File: config.mk
export PLATFORM = sky130hd
export DESIGN_NAME = addr_window_xlate
export DESIGN_NICKNAME = d
export VERILOG_FILES = /design/src/rtl/addr_window_xlate.sv
export SDC_FILE = /design/constraint.sdc
export NUM_CORES = 1
export LEC_CHECK = 0
export BUFFER_PORTS_ARGS = -buffer_cell sky130_fd_sc_hd__buf_2
export CORE_UTILIZATION = 53
export DETAILED_ROUTE_END_ITERATION = 10
export PLACE_DENSITY = 0.71
export SLEW_MARGIN = 20
export SYNTH_ARGS = -nofsm -noshare
export SYNTH_HDL_FRONTEND = slang
export SYNTH_SLANG_ARGS = --single-unit
File: constraint.sdc
create_clock -name clk -period 24.1 [get_ports clk]
set_clock_uncertainty 0.1 [all_clocks]
set_input_delay 3.615 -clock clk [delete_from_list [all_inputs] [get_ports clk]]
set_output_delay 3.615 -clock clk [all_outputs]
set_load 0.01 [all_outputs]
File: src/rtl/addr_window_xlate.sv
module addr_window_xlate #(
  parameter int AW = 32
) (
  input  logic          clk,
  input  logic          rst_n,
  input  logic          cfg_we,
  input  logic [2:0]    cfg_sel,
  input  logic [AW-1:0] cfg_data,
  input  logic          req_valid,
  input  logic [AW-1:0] req_vaddr,
  output logic          rsp_valid,
  output logic [AW-1:0] rsp_paddr,
  output logic [1:0]    rsp_win,
  output logic          rsp_hit
);
  localparam int EW = AW + 2;

  logic [AW-1:0] st0, st1, st2, st3;
  logic [AW-1:0] sz0, sz1, sz2;

  always_ff @(posedge clk) begin
    if (!rst_n) begin
      st0 <= '0; st1 <= '0; st2 <= '0; st3 <= '0;
      sz0 <= '0; sz1 <= '0; sz2 <= '0;
    end else if (cfg_we) begin
      case (cfg_sel)
        3'd0: st0 <= cfg_data;
        3'd1: sz0 <= cfg_data;
        3'd2: st1 <= cfg_data;
        3'd3: sz1 <= cfg_data;
        3'd4: st2 <= cfg_data;
        3'd5: sz2 <= cfg_data;
        3'd6: st3 <= cfg_data;
        default: ;
      endcase
    end
  end

  logic [EW-1:0] end0, end1, end2, vx;
  assign end0 = {2'b00, sz0};
  assign end1 = end0 + {2'b00, sz1};
  assign end2 = end1 + {2'b00, sz2};
  assign vx   = {2'b00, req_vaddr};

  logic [1:0]    win;
  logic [AW-1:0] base, start, off;
  logic [AW:0]   sum;

  always_comb begin
    if (vx < end0) begin
      win = 2'd0; base = '0;               start = st0;
    end else if (vx < end1) begin
      win = 2'd1; base = end0[AW-1:0];     start = st1;
    end else if (vx < end2) begin
      win = 2'd2; base = end1[AW-1:0];     start = st2;
    end else begin
      win = 2'd3; base = end2[AW-1:0];     start = st3;
    end
  end

  assign off = req_vaddr - base;
  assign sum = {1'b0, start} + {1'b0, off};

  always_ff @(posedge clk) begin
    if (!rst_n) begin
      rsp_valid <= 1'b0;
      rsp_paddr <= '0;
      rsp_win   <= '0;
      rsp_hit   <= 1'b0;
    end else begin
      rsp_valid <= req_valid;
      if (req_valid) begin
        rsp_paddr <= sum[AW-1:0];
        rsp_win   <= win;
        rsp_hit   <= ~sum[AW];
      end
    end
  end
endmodule


==> impl_metrics.csv <==
group,metric,value,unit
logic_synthesis,synth.ff_latch_count,260,
logic_synthesis,yosysSeqAreaShare,0.2653,
global_routing,grt_max_degree,150,
global_routing,grt_util_met2,0.5494,
setup_path,endpoint,"rsp_paddr[27]",
placement,dp.cells,2955,
setup_path,crit_family,"compound AO/OA/AOI/OAI gates",
global_routing,grt_pass1_vias,17280,
setup_path,rr_worst_depth,54,
global_routing,grt.total_usage,0.3194,
die,die_h,194.4,um
setup_path,critPathKind,"reg -> reg",
timing,slew_violations,0,
route,vias,18110,
setup_path,startpoint,"sz0[1]",
die,die_area,37790,um2
global_routing,grt_pass1_wl,95510,um
timing,final-setup-viol-count,0,
global_routing,gr-total-overflow,0,
logic_synthesis,syn_avg_cell_area,7.926,um2
clock_tree,ctsResizeCount,0,
pwr,ir_worst_vdd,0.06396,mV
die,rows,70,
layout,finalNonFillerCells,3012,
global_routing,use_met1,0.4000,
pwr,powerDensity,63.90,nW/um2
min_path,hp-class,"reg -> reg",
clock_tree,cts_tree,"done",
layout,final_common_cell,"nand2_1",
clock_tree,clk_pin_slew,0.07,ns
timing,finalSetupTns,0,ns
pwr,p_leak,9.346,nW
min_path,hold_depth,2,
global_routing,met3_usage,0.03974,
layout,multi_input_area,13630,um2
route,wirelength,61500,um
clock_tree,cts_made_buffers,30,
outcome,status,"complete, no violations",
route,drc,0,
die,io_pins,107,
setup_path,path_common_cell,"a21oi_1",
setup_path,cp_max_fo,31,
die,initial_core_util,0.5371,
clock_tree,h-tree-depth,1,
clock_tree,clkSinkCount,260,
placement,dp_hpwl,44010,um
logic_synthesis,syn_inst,2475,
layout,layout.nets,2821,
timing,period_needed,13.73,ns
timing,timing.fmax,0.07284,GHz
setup_path,path_depth,54,
route,via_per_inst,6.011,
setup_path,rrSetupSlack,10.37,ns
setup_path,arrival,14.13,ns
clock_tree,ctsHoldBuffers,0,
timing,slew_headroom,0.3186,
clock_tree,worst_skew_pair.late_latency,0.61,ns
layout,register_area,5205,um2
route,ant_nets,0,
global_routing,antenna_found_initial,1,
run,maxCapViolCount,0,
timing,tightest_slew,1.022,ns
logic_synthesis,synth_edf_count,0,
placement,portBuffers,106,
logic_synthesis,ys_async_sr_fraction,0,
layout,diodes,0,
logic_synthesis,synth_nets,2776,
setup_path,timing.rr.end,"rsp_paddr[27]",
global_routing,top_usage_layer,"met2",
logic_synthesis,ys.flop_type,"dfxtp_1",
timing,rsz0062_at_grt,"false",
setup_path,cp-end-kind,"flop",
clock_tree,cts-root-buf,"clkbuf_16",
timing,period_share,0.5696,
setup_path,slowest_stage,"a2111oi_0",
route,drtIter0Drc,1156,
logic_synthesis,syn_area,19620,um2
die,die_x,194.4,um
clock_tree,cts_buffer_depth,3,
route,wl_per_cell,20.42,um
setup_path,critPathMaxStageDelay,0.76,ns
setup_path,cp_data_required_time,24.51,ns
timing,fin_ws,10.37,ns
timing,hold_viol,0,
setup_path,rr_startpoint,"sz0[1]",
logic_synthesis,yosys.cell_types.count,77,
logic_synthesis,ys_warn_count,0,
setup_path,critPathBufInv,2,
layout,layout_common_cells,"nand2_1, dfxtp_1, a21boi_0, ha_1, nor2_1",
die,core_area,36520,um2
layout,area_delta_synth_final,9.809,%
route,drt_first_pass_iters,5,
layout,fin_util,0.5898,
layout,fill_cells,3354,
layout,drive_above_1_share,0.09119,
placement,place.gp.congestion,0.9918,
clock_tree,cts_setup_buffers,0,
setup_path,worstSetupStartpointType,"flop",
placement,pre_cts_ws,10.81,ns
[worst min-delay path by stage]
| stage | from | to | slack (ns) |
|---|---|---|---|
| detailed placement | st1[15] | st1[15] | 0.36 |
| floorplan | st2[0] | st2[0] | 0.34 |
| global route | st0[17] | st0[17] | 0.38 |
| finish | st1[2] | st1[2] | 0.36 |
| CTS | st1[2] | st1[2] | 0.37 |
| global placement | st3[25] | st3[25] | 0.35 |
[logic make-up after synthesis]
logic type,after synthesis,synth area share
AO/OA/AOI/OAI,727,0.2618
XOR/XNOR,107,0.04777
adder cells (fa/ha/maj),230,0.1482
buffers and inverters,212,0.04324
flip-flops,260,0.2653
multiplexers,84,0.04375
AND/OR/NAND/NOR,855,0.1899
[layout make-up]
class / instances / area share
multi-input combinational: 2003 / 0.6326
sequential: 260 / 0.2416
clock buffer: 41 / 0.04048
timing repair buffer: 124 / 0.03212
tap: 468 / 0.02718
inverter: 101 / 0.01760
clock inverter: 15 / 0.008422
[where the power goes]
part / internal, mW / switching, mW / total [mW] / leakage, nW
clock network: 0.285 / 0.199 / 0.484 / 0.524
registers: 0.452 / 0.0141 / 0.466 / 2.11
logic: 0.168 / 0.258 / 0.426 / 6.71
total: 0.906 / 0.471 / 1.38 / 9.35
[flip-flops by register name, indices dropped and copies added, names as in the netlist]
name       cells
st1           32
st2           32
rsp_valid      1
sz1           32
rsp_win        2
rsp_paddr     32
st3           32
sz2           32
sz0           32
st0           32
rsp_hit        1
[stage by stage]
step	cell area, um2	hold slack, ns	power (mW)
2_1_floorplan	19620	0.3428	0.7653
3_3_place_gp	20460	0.3519	0.8835
3_5_place_dp	20460	0.3602	0.8922
4_1_cts	21510	0.3684	1.377
5_1_grt	21540	0.3753	1.444
6_report	21540	0.3624	1.377
[routing by layer]
metal  vias up  routed length, um
li1       8811                  -
met1      8597              26280
met2       563              28970
met3       133               3397
met4         2               2839
met5         -                 13
[Yosys cell counts (43+ instances only)]
cell type	number	share of area
a211oi_1	52	0.020
a21boi_0	231	0.088
a21o_1	114	0.044
a21oi_1	113	0.029
clkbuf_1	93	0.018
dfxtp_1	260	0.27
ha_1	226	0.14
inv_1	101	0.019
mux2i_1	73	0.037
nand2_1	509	0.097
nand3_1	43	0.011
nor2_1	122	0.023
nor2b_1	46	0.015
o21ai_0	74	0.019
xnor2_1	65	0.029
[worst register-to-register path, delay by kind of cell (launching register included)]
kind | cells | cell delay, ns
buf+inv | 2 | 0.57
xor+xnor | 3 | 0.50
mux | 3 | 0.48
fa+ha+maj | 5 | 1.60
simple gates | 10 | 2.15
flops | 1 | 0.34
compound gates | 31 | 7.89
Power figures use the tool's default switching activity.
